--- src/rtl/csr_target_pkg.sv ---
package csr_target_pkg;

  typedef enum logic [1:0] {
    SP_MEM  = 2'd0,
    SP_IO   = 2'd1,
    SP_CFG  = 2'd2,
    SP_NONE = 2'd3
  } space_e;

  localparam int unsigned CFG_IDX_ID     = 0;
  localparam int unsigned CFG_IDX_STATUS = 1;
  localparam int unsigned CFG_IDX_MBASE  = 4;
  localparam int unsigned CFG_IDX_IOBASE = 5;
  localparam int unsigned PERR_BIT       = 15;

  // Parity bit that makes data, enables and parity together even.
  function automatic logic even_par(input logic [31:0] d, input logic [3:0] be);
    return ^{d, be};
  endfunction

  // Merge new bytes into an old word under byte enables.
  function automatic logic [31:0] be_merge(input logic [31:0] old_w,
                                           input logic [31:0] new_w,
                                           input logic [3:0]  be);
    logic [31:0] r;
    for (int b = 0; b < 4; b++) begin
      r[8*b +: 8] = be[b] ? new_w[8*b +: 8] : old_w[8*b +: 8];
    end
    return r;
  endfunction

  // True when the address matches the base on every bit kept by the mask.
  function automatic logic base_match(input logic [31:0] addr,
                                      input logic [31:0] base,
                                      input logic [31:0] mask);
    return ((addr ^ base) & mask) == 32'd0;
  endfunction

endpackage

--- src/rtl/csr_addr_decode.sv ---
module csr_addr_decode
  import csr_target_pkg::*;
#(
  parameter int unsigned MEM_SPAN_LOG2 = 12,
  parameter int unsigned IO_SPAN_LOG2  = 6
) (
  input  logic                     req_valid,
  input  logic [1:0]               req_space,
  input  logic [31:0]              req_addr,
  input  logic [31:0]              mem_base,
  input  logic [31:0]              io_base,
  input  logic                     mem_en,
  input  logic                     io_en,
  input  logic                     load_done,
  output logic                     hit_win,
  output logic                     hit_cfg,
  output logic                     cfg_retry,
  output logic                     acc_ack,
  output logic [MEM_SPAN_LOG2-3:0] win_word,
  output logic [5:0]               cfg_idx
);
  localparam logic [31:0] MEM_MASK = ~((32'd1 << MEM_SPAN_LOG2) - 32'd1);
  localparam logic [31:0] IO_MASK  = ~((32'd1 << IO_SPAN_LOG2) - 32'd1);

  space_e sp;
  logic   hit_mem, hit_io;

  assign sp      = space_e'(req_space);
  assign hit_mem = req_valid && (sp == SP_MEM) && mem_en &&
                   base_match(req_addr, mem_base, MEM_MASK);
  assign hit_io  = req_valid && (sp == SP_IO) && io_en &&
                   base_match(req_addr, io_base, IO_MASK);
  assign hit_win = hit_mem || hit_io;
  assign hit_cfg = req_valid && (sp == SP_CFG);

  // Configuration is gated by the boot load; window accesses never are.
  assign cfg_retry = hit_cfg && !load_done;
  assign acc_ack   = hit_win || (hit_cfg && load_done);

  // The I/O window aliases the bottom of the register bank.
  assign win_word = hit_io ? (MEM_SPAN_LOG2-2)'(req_addr[IO_SPAN_LOG2-1:2])
                           : req_addr[MEM_SPAN_LOG2-1:2];
  assign cfg_idx  = req_addr[7:2];

endmodule

--- src/rtl/csr_reg_window.sv ---
module csr_reg_window
  import csr_target_pkg::*;
#(
  parameter int unsigned NREGS  = 32,
  parameter int unsigned WORD_W = 10
) (
  input  logic              clk,
  input  logic              rst_n,
  input  logic              wr_req,
  input  logic [WORD_W-1:0] word,
  input  logic [31:0]       wdata,
  input  logic [3:0]        be,
  output logic [31:0]       rdata,
  output logic              in_range
);
  localparam int unsigned IDX_W = (NREGS > 1) ? $clog2(NREGS) : 1;

  logic [NREGS-1:0][31:0] words;

  assign in_range = 32'(word) < NREGS;

  for (genvar g = 0; g < NREGS; g++) begin : g_reg
    logic [31:0] q;
    logic        sel;
    assign sel = wr_req && in_range && (word == WORD_W'(g));
    always_ff @(posedge clk or negedge rst_n) begin
      if (!rst_n)   q <= '0;
      else if (sel) q <= be_merge(q, wdata, be);
    end
    assign words[g] = q;
  end

  assign rdata = in_range ? words[word[IDX_W-1:0]] : 32'd0;

endmodule

--- src/rtl/csr_cfg_space.sv ---
module csr_cfg_space
  import csr_target_pkg::*;
#(
  parameter logic [31:0] DEV_ID        = 32'h5A5A_0001,
  parameter logic [31:0] MEM_BASE_RST  = 32'h8000_0000,
  parameter logic [31:0] IO_BASE_RST   = 32'h0000_1000,
  parameter logic [1:0]  CMD_RST       = 2'b11,
  parameter int unsigned MEM_SPAN_LOG2 = 12,
  parameter int unsigned IO_SPAN_LOG2  = 6
) (
  input  logic        clk,
  input  logic        rst_n,
  input  logic        wr_en,
  input  logic [5:0]  idx,
  input  logic [31:0] wdata,
  input  logic [3:0]  be,
  input  logic        perr_evt,
  output logic [31:0] rdata,
  output logic [31:0] mem_base,
  output logic [31:0] io_base,
  output logic        mem_en,
  output logic        io_en,
  output logic        perr_flag,
  output logic        clr_evt
);
  localparam logic [31:0] MEM_MASK = ~((32'd1 << MEM_SPAN_LOG2) - 32'd1);
  localparam logic [31:0] IO_MASK  = ~((32'd1 << IO_SPAN_LOG2) - 32'd1);

  logic [1:0]  cmd_q;
  logic [31:0] mbase_q, iobase_q;
  logic        perr_q;
  logic        wr_stat, wr_mbase, wr_iobase;

  assign wr_stat   = wr_en && (idx == 6'(CFG_IDX_STATUS));
  assign wr_mbase  = wr_en && (idx == 6'(CFG_IDX_MBASE));
  assign wr_iobase = wr_en && (idx == 6'(CFG_IDX_IOBASE));
  assign clr_evt   = wr_stat && be[1] && wdata[PERR_BIT];

  always_ff @(posedge clk or negedge rst_n) begin
    if (!rst_n) begin
      cmd_q    <= CMD_RST;
      mbase_q  <= MEM_BASE_RST & MEM_MASK;
      iobase_q <= IO_BASE_RST & IO_MASK;
      perr_q   <= 1'b0;
    end else begin
      if (wr_stat && be[0]) cmd_q <= wdata[1:0];
      if (wr_mbase)  mbase_q  <= be_merge(mbase_q, wdata, be) & MEM_MASK;
      if (wr_iobase) iobase_q <= be_merge(iobase_q, wdata, be) & IO_MASK;
      // A fresh error takes priority over a clear in the same cycle.
      if (perr_evt)     perr_q <= 1'b1;
      else if (clr_evt) perr_q <= 1'b0;
    end
  end

  always_comb begin
    unique case (int'(idx))
      CFG_IDX_ID:     rdata = DEV_ID;
      CFG_IDX_STATUS: rdata = {16'h0, perr_q, 13'h0, cmd_q};
      CFG_IDX_MBASE:  rdata = mbase_q;
      CFG_IDX_IOBASE: rdata = iobase_q;
      default:        rdata = 32'd0;
    endcase
  end

  assign mem_base  = mbase_q;
  assign io_base   = iobase_q;
  assign mem_en    = cmd_q[1];
  assign io_en     = cmd_q[0];
  assign perr_flag = perr_q;

endmodule

--- src/rtl/csr_parity_check.sv ---
module csr_parity_check
  import csr_target_pkg::*;
(
  input  logic        clk,
  input  logic        rst_n,
  input  logic        wr_accept,
  input  logic [31:0] wdata,
  input  logic [3:0]  be,
  input  logic        par_in,
  output logic        perr_evt
);
  logic pend_q, exp_q;

  always_ff @(posedge clk or negedge rst_n) begin
    if (!rst_n) begin
      pend_q <= 1'b0;
      exp_q  <= 1'b0;
    end else begin
      pend_q <= wr_accept;
      exp_q  <= even_par(wdata, be);
    end
  end

  // Parity for a write arrives one cycle after its data.
  assign perr_evt = pend_q && (par_in != exp_q);

endmodule

--- src/rtl/csr_target.sv ---
module csr_target
  import csr_target_pkg::*;
#(
  parameter int unsigned NREGS         = 32,
  parameter int unsigned MEM_SPAN_LOG2 = 12,
  parameter int unsigned IO_SPAN_LOG2  = 6,
  parameter logic [31:0] DEV_ID        = 32'h5A5A_0001,
  parameter logic [31:0] MEM_BASE_RST  = 32'h8000_0000,
  parameter logic [31:0] IO_BASE_RST   = 32'h0000_1000,
  parameter logic [1:0]  CMD_RST       = 2'b11
) (
  input  logic        clk,
  input  logic        rst_n,
  input  logic        load_done,
  input  logic        req_valid,
  input  logic [1:0]  req_space,
  input  logic        req_write,
  input  logic [31:0] req_addr,
  input  logic [3:0]  req_be,
  input  logic [31:0] req_wdata,
  input  logic        req_par,
  output logic        rsp_ack,
  output logic        rsp_retry,
  output logic [31:0] rsp_rdata
);
  localparam int unsigned WORD_W = MEM_SPAN_LOG2 - 2;

  logic              hit_win, hit_cfg, cfg_retry, acc_ack;
  logic [WORD_W-1:0] win_word;
  logic [5:0]        cfg_idx;
  logic [31:0]       mem_base, io_base, win_rdata, cfg_rdata;
  logic              mem_en, io_en, win_in_range;
  logic              perr_evt, perr_flag, clr_evt;
  logic              win_wr, cfg_wr, wr_accept, oor_read;

  csr_addr_decode #(.MEM_SPAN_LOG2(MEM_SPAN_LOG2), .IO_SPAN_LOG2(IO_SPAN_LOG2)) u_dec (
    .req_valid(req_valid), .req_space(req_space), .req_addr(req_addr),
    .mem_base(mem_base), .io_base(io_base), .mem_en(mem_en), .io_en(io_en),
    .load_done(load_done), .hit_win(hit_win), .hit_cfg(hit_cfg),
    .cfg_retry(cfg_retry), .acc_ack(acc_ack), .win_word(win_word), .cfg_idx(cfg_idx)
  );

  assign wr_accept = acc_ack && req_write;
  assign win_wr    = wr_accept && hit_win;
  assign cfg_wr    = wr_accept && hit_cfg;

  csr_reg_window #(.NREGS(NREGS), .WORD_W(WORD_W)) u_win (
    .clk(clk), .rst_n(rst_n), .wr_req(win_wr), .word(win_word),
    .wdata(req_wdata), .be(req_be), .rdata(win_rdata), .in_range(win_in_range)
  );

  csr_cfg_space #(
    .DEV_ID(DEV_ID), .MEM_BASE_RST(MEM_BASE_RST), .IO_BASE_RST(IO_BASE_RST),
    .CMD_RST(CMD_RST), .MEM_SPAN_LOG2(MEM_SPAN_LOG2), .IO_SPAN_LOG2(IO_SPAN_LOG2)
  ) u_cfg (
    .clk(clk), .rst_n(rst_n), .wr_en(cfg_wr), .idx(cfg_idx), .wdata(req_wdata),
    .be(req_be), .perr_evt(perr_evt), .rdata(cfg_rdata), .mem_base(mem_base),
    .io_base(io_base), .mem_en(mem_en), .io_en(io_en), .perr_flag(perr_flag),
    .clr_evt(clr_evt)
  );

  csr_parity_check u_par (
    .clk(clk), .rst_n(rst_n), .wr_accept(wr_accept), .wdata(req_wdata),
    .be(req_be), .par_in(req_par), .perr_evt(perr_evt)
  );

  // Named event for the checker: a read that lands past the bank.
  assign oor_read = acc_ack && hit_win && !req_write && !win_in_range;

  assign rsp_ack   = acc_ack;
  assign rsp_retry = cfg_retry;
  assign rsp_rdata = (acc_ack && !req_write) ? (hit_cfg ? cfg_rdata : win_rdata) : 32'd0;

endmodule

--- config.mk ---
export PLATFORM = sky130hd
export DESIGN_NAME = csr_target
export DESIGN_NICKNAME = d
export VERILOG_FILES = /design/src/rtl/csr_target_pkg.sv /design/src/rtl/csr_addr_decode.sv /design/src/rtl/csr_reg_window.sv /design/src/rtl/csr_cfg_space.sv /design/src/rtl/csr_parity_check.sv /design/src/rtl/csr_target.sv
export SDC_FILE = /design/constraint.sdc
export NUM_CORES = 2
export LEC_CHECK = 0
export ABC_AREA = 0
export BUFFER_PORTS_ARGS = -buffer_cell sky130_fd_sc_hd__buf_2
export CORE_MARGIN = 4
export CORE_UTILIZATION = 35
export CTS_BUF_LIST = sky130_fd_sc_hd__clkbuf_2 sky130_fd_sc_hd__clkbuf_4 sky130_fd_sc_hd__clkbuf_8
export CTS_CLUSTER_DIAMETER = 100
export DETAILED_ROUTE_END_ITERATION = 8
export SYNTH_ARGS = -nofsm -noshare
export SYNTH_HDL_FRONTEND = slang
export SYNTH_HIERARCHICAL = 1
export SYNTH_SLANG_ARGS = --single-unit
export TNS_END_PERCENT = 1
--- constraint.sdc ---
create_clock -name clk -period 3.7 [get_ports clk]
set_input_delay 0.555 -clock clk [delete_from_list [all_inputs] [get_ports clk]]
set_output_delay 0.555 -clock clk [all_outputs]
set_load 0.02 [all_outputs]
* Word level (Yosys, flattened, before mapping)
Index checks and enable logic that the tools add are counted.
Widths: inputs -> output; s select.
** Word-level totals
- Word-level logic and storage cells :: 388
- Flip-flop bits (word level) :: 1075
- Bits of input ports :: 76
** Operators by class
- Bitwise operators :: 2
- Equality and inequality tests :: 37
- $lt $le $gt $ge :: 2
- Mux-type cells :: 9
- Reduce and logical (&&, ||, !) cells :: 199
** Operators by type and width (count)
- $reduce_and 2->1 :: 135
- $bmux 32 s5 :: 1
- $eq 10x5->1 const B :: 16
- $mux 32 :: 4
- $pmux 32 s4 :: 1
- $eq 10x4->1 const B :: 8
- $logic_not 32->1 :: 2
- $xor 32x32->32 :: 2
- $logic_and 1x1->1 :: 53
- $eq 10x3->1 const B :: 4
- $reduce_xor 36->1 :: 1
- $eq 10x2->1 const B :: 2
- $eq 6x3->1 const B :: 2
- $eq 10x1->1 const B :: 1
- $logic_not 10->1 :: 1
- $lt 10x6->1 const B :: 1
- $mux 10 :: 1
- $eq 6x1->1 const B :: 1
- $logic_not 6->1 :: 1
- $lt 5x6->1 const B :: 1
- $eq 2x1->1 const B :: 1
- $eq 2x2->1 const B :: 1
- $logic_not 1->1 :: 2
- $logic_not 2->1 :: 1
- other kinds (4) :: 6

* Depth between registers and ports, before layout
- Depth after elaboration :: 13
- Gate-level depth with buffers :: 14

* Hierarchy
The synthesis kept the hierarchy.
** Modules (own cells, without submodules)
- csr_reg_window :: seq. area each 25624.6 um2, times used 1, area an instance 47777.1 um2, cells an instance 3181
- csr_cfg_space :: seq. area each 1231.2 um2, times used 1, area an instance 2452.4 um2, cells an instance 192
- csr_addr_decode :: seq. area each 0.0 um2, times used 1, area an instance 694.4 um2, cells an instance 90
- csr_target :: seq. area each 0.0 um2, times used 1, area an instance 551.8 um2, cells an instance 75
- csr_parity_check :: seq. area each 50.0 um2, times used 1, area an instance 376.6 um2, cells an instance 38

* Worst setup path after synthesis
OpenSTA, ideal clock, no wires.
- Kind :: input to output
- Start :: input port req_addr[25]
- End :: output port rsp_rdata[17]
- Data arrival time :: 3086 ps
- Cell stages on the path :: 13
- Required time :: 3145 ps
- Setup slack :: 59 ps
- Cell sequence :: xnor2_1 -> nand4_1 -> nor3_1 -> and3_4 -> nor2b_1 -> or3_1 -> buf_2 -> nor4_1 -> clkbuf_1 -> a22oi_1 -> nand3_1 -> mux2i_1 -> nor2_1
** RTL lines
- start, declared :: RTL line csr_target.sv:18 : input logic [31:0] req_addr,
- $xor 32x32->32 :: RTL line csr_target_pkg.sv:36 : return ((addr ^ base) & mask) == 32'd0;
- $logic_not 32->1 :: RTL line csr_target_pkg.sv:36
- $logic_and 1x1->1 :: RTL line csr_addr_decode.sv:31 : assign hit_io = req_valid && (sp == SP_IO) && io_en &&
- $mux 10 :: RTL line csr_addr_decode.sv:41 : assign win_word = hit_io ? (MEM_SPAN_LOG2-2)'(req_addr[IO_SPAN_LOG2-1:2])
- net win_word[7] :: RTL line csr_target.sv:29 : logic [WORD_W-1:0] win_word;
- $lt 10x6->1 :: RTL line csr_reg_window.sv:20 : assign in_range = 32'(word) < NREGS;
- $mux 32 :: RTL line csr_reg_window.sv:33 : assign rdata = in_range ? words[word[IDX_W-1:0]] : 32'd0;
- net win_rdata[17] :: RTL line csr_target.sv:31 : logic [31:0] mem_base, io_base, win_rdata, cfg_rdata;
- $mux 32 (2 in series) :: RTL line csr_target.sv:72 : assign rsp_rdata = (acc_ack && !req_write) ? (hit_cfg ? cfg_rdata : win_rdata) : 32'd0;
- end, declared :: RTL line csr_target.sv:24 : output logic [31:0] rsp_rdata
The timed path passes the listed nets, and every way through them passes these cells. The select of a mux whose other input is x is not followed.

* Worst setup path after layout
- Start :: register u_cfg.cmd_q[0]
- End :: output port rsp_rdata[23]
** RTL lines
- start, declared :: RTL line csr_cfg_space.sv:29 : logic [1:0] cmd_q;
- start signal, assigned :: RTL line csr_cfg_space.sv:46 : if (wr_stat && be[0]) cmd_q <= wdata[1:0];
- $logic_and 1x1->1 (2 in series) :: RTL line csr_addr_decode.sv:31
- $mux 10 :: RTL line csr_addr_decode.sv:41
- net win_word[6] :: RTL line csr_target.sv:29
- $lt 10x6->1 :: RTL line csr_reg_window.sv:20
- $mux 32 :: RTL line csr_reg_window.sv:33
- net win_rdata[23] :: RTL line csr_target.sv:31
- $mux 32 (2 in series) :: RTL line csr_target.sv:72
The timed path passes the listed nets, and every way through them passes these cells. The select of a mux whose other input is x is not followed.

==> results_dict.tcl <==
set metrics [dict create \
    status "complete, but fails checks" \
    violations "negative setup slack" \
    fp.dieH_um 392 \
    vias_per_cell 5.31 \
    cts_root_buf "clkbuf_8" \
    p_leak_uw 0.0310 \
    gp_congestion 0.874 \
    grt_overflow_total 0 \
    synth_warnings 6 \
    first_pass_iters 5 \
    fmax_mhz 213 \
    final_cell_mix "dfrtp_1 (1071), mux2_2 (969), mux2i_1 (286), clkbuf_8 (241), buf_4 (221)" \
    drt-met1-wl_um 72400 \
    dieArea_um2 154000 \
    path_class "flip-flop to output port" \
    worst_slack_ns -0.994 \
    syn2layout_area_growth_pct 21.8 \
    hold_path_class "input pin to flip-flop" \
    coreArea_um2 146000 \
    cts.path.max_buffers 3 \
    wirelength_um 154000 \
    cts_tree "done" \
    syn_inst 3556 \
    fin_crit_sh_pct 127 \
    ioPinCount 110 \
    wire_per_inst_um 25.5 \
    finalSetupViolCount 1056 \
    relSlewSlack_pct 34.9 \
    post-route-drc-count 0 \
    netlist_area_um2 51700 \
    antenna_found_initial 9 \
    rsz0062_at_grt "true" \
    grt_pass1_wl_um 230000 \
    cts_made_buffers 184 \
    routed.top_layer "met5" \
    die_w_um 392 \
    critPathCaptureType "output port" \
    h-tree-depth 4 \
    row_count 140 \
    crit_fanout 5 \
    syn_avg_cell_area_um2 14.5 \
    numPortBuffers 107 \
    routed-wl-met2_um 70000 \
    final_core_util_pct 43.0 \
    critical_path_required_ns 3.14 \
    powerDensity_nw_per_um2 397 \
    drive_gt1_share_pct 55.1 \
    ant_nets 0 \
    dp_hpwl_um 104000 \
    first_iter_violations 2338 \
    first_global_vias 34000 \
    skew_ns 0.0570 \
    period_needed_ns 4.69 \
    cp.arrival_ns 4.14 \
    finalPower_uw 25000 \
    startpoint_type "flip-flop" \
    peakVddDrop_mv 0.283 \
    tightestPinTransition_ns 0.974 \
    track_usage_pct 20.0 \
    final_nets 4062 \
    hold_violations 0 \
    drv_cap 0 \
    insertion_delay_ns 0.90 \
    start_util_pct 35.3 \
    num_vias 32200 \
    clk_pin_slew_ns 0.06 \
    grt_max_degree 96 \
    met3_length_um 7990 \
    final_common_cell "dfrtp_1" \
    cts.sinks 1075 \
    drv_slew 0 \
]
[registers in the layout (all words and copies together), names as in the netlist]
register         cells
u_cfg/mem_base      20
u_win/g.q         1024
u_par/exp_q          1
u_cfg/cmd_q          2
u_cfg/io_base       26
u_cfg/perr_flag      1
u_par/pend_q         1
[worst max-delay path, stage by stage (launching register included)]
cell and delay, ns:
dfstp_2 0.57, and4b_1 0.23, buf_6 0.13, nand4_1 0.11
nor2_1 0.11, and3_4 0.24, nor2b_1 0.07, buf_4 0.13
nor3_2 0.13, buf_4 0.14, and4_4 0.32, buf_6 0.12
buf_6 0.11, buf_16 0.12, a22oi_2 0.11, nand3_2 0.09
mux2i_1 0.06, nor2_1 0.16, buf_4 0.15, buf_6 0.11
[metal layers]
metal | vias to the layer above | global-route usage [%]
met5 | - | 0
met4 | 4 | 6.19
met3 | 206 | 4.04
met2 | 726 | 30.6
met1 | 17200 | 28.6
li1 | 14000 | -
[layout make-up]
class / count / area [um^2]
antenna: 7 / 17.5
sequential: 1075 / 26900
clock inverter: 28 / 260
inverter: 1 / 3.75
clock buffer: 304 / 3790
multi-input combinational: 2227 / 24500
tap: 1917 / 2400
fill: 13200 / 83300
timing repair buffer: 497 / 5070
[metrics by stage]
stage	hold slack [ns]	setup TNS, ns	cell area, um^2	worst slack (ns)	instances
after CTS	0.0675	-307.10	62500	-1.05	6050
after detailed placement	0.488	-98.87	57200	-0.598	5692
after global placement	0.482	-93.01	57200	-0.571	5692
final	0.181	-352.73	63000	-0.994	6056
after global routing	0.124	-494.10	62900	-1.18	6050
after floorplan	0.259	0	51700	0.0646	3559
[path summary, 6_finish.rpt]
check | from | endpoint | slack [ns] | depth (start not counted)
worst max register to register | u_cfg/cmd_q[0]$_DFFE_PN1P_ | u_win/g_reg[19].q[8]$_DFFE_PN0P_ | -0.57 | 23
worst min-delay path | req_wdata[19] | u_win/g_reg[30].q[19]$_DFFE_PN0P_ | 0.18 | 2
min in group asynchronous | rst_n | u_win/g_reg[6].q[7]$_DFFE_PN0P_ | 0.27 | 2
worst max-delay path | u_cfg/cmd_q[0]$_DFFE_PN1P_ | rsp_rdata[23] | -0.99 | 19
max in group asynchronous | rst_n | u_win/g_reg[13].q[30]$_DFFE_PN0P_ | 2.23 | 4
worst min register to register | u_win/g_reg[13].q[9]$_DFFE_PN0P_ | u_win/g_reg[13].q[9]$_DFFE_PN0P_ | 0.50 | 1
[power breakdown]
group	leakage [uW]	internal, uW	switching (uW)	total, uW
registers	0.0150	11800	5.53	11800
logic	0.0139	503	1100	1610
clock network	0.00215	6610	5010	11600
[repair_timing]
item	4_1_cts	5_1_grt
hold buffers	3	0
resized for setup	271	109
pin swaps	67	25
setup buffers	20	3
endpoints found under the setup margin	256	1056
hold endpoints to repair	60	0
gates cloned	4	0
Note: power is estimated with default switching activity, not from simulation.
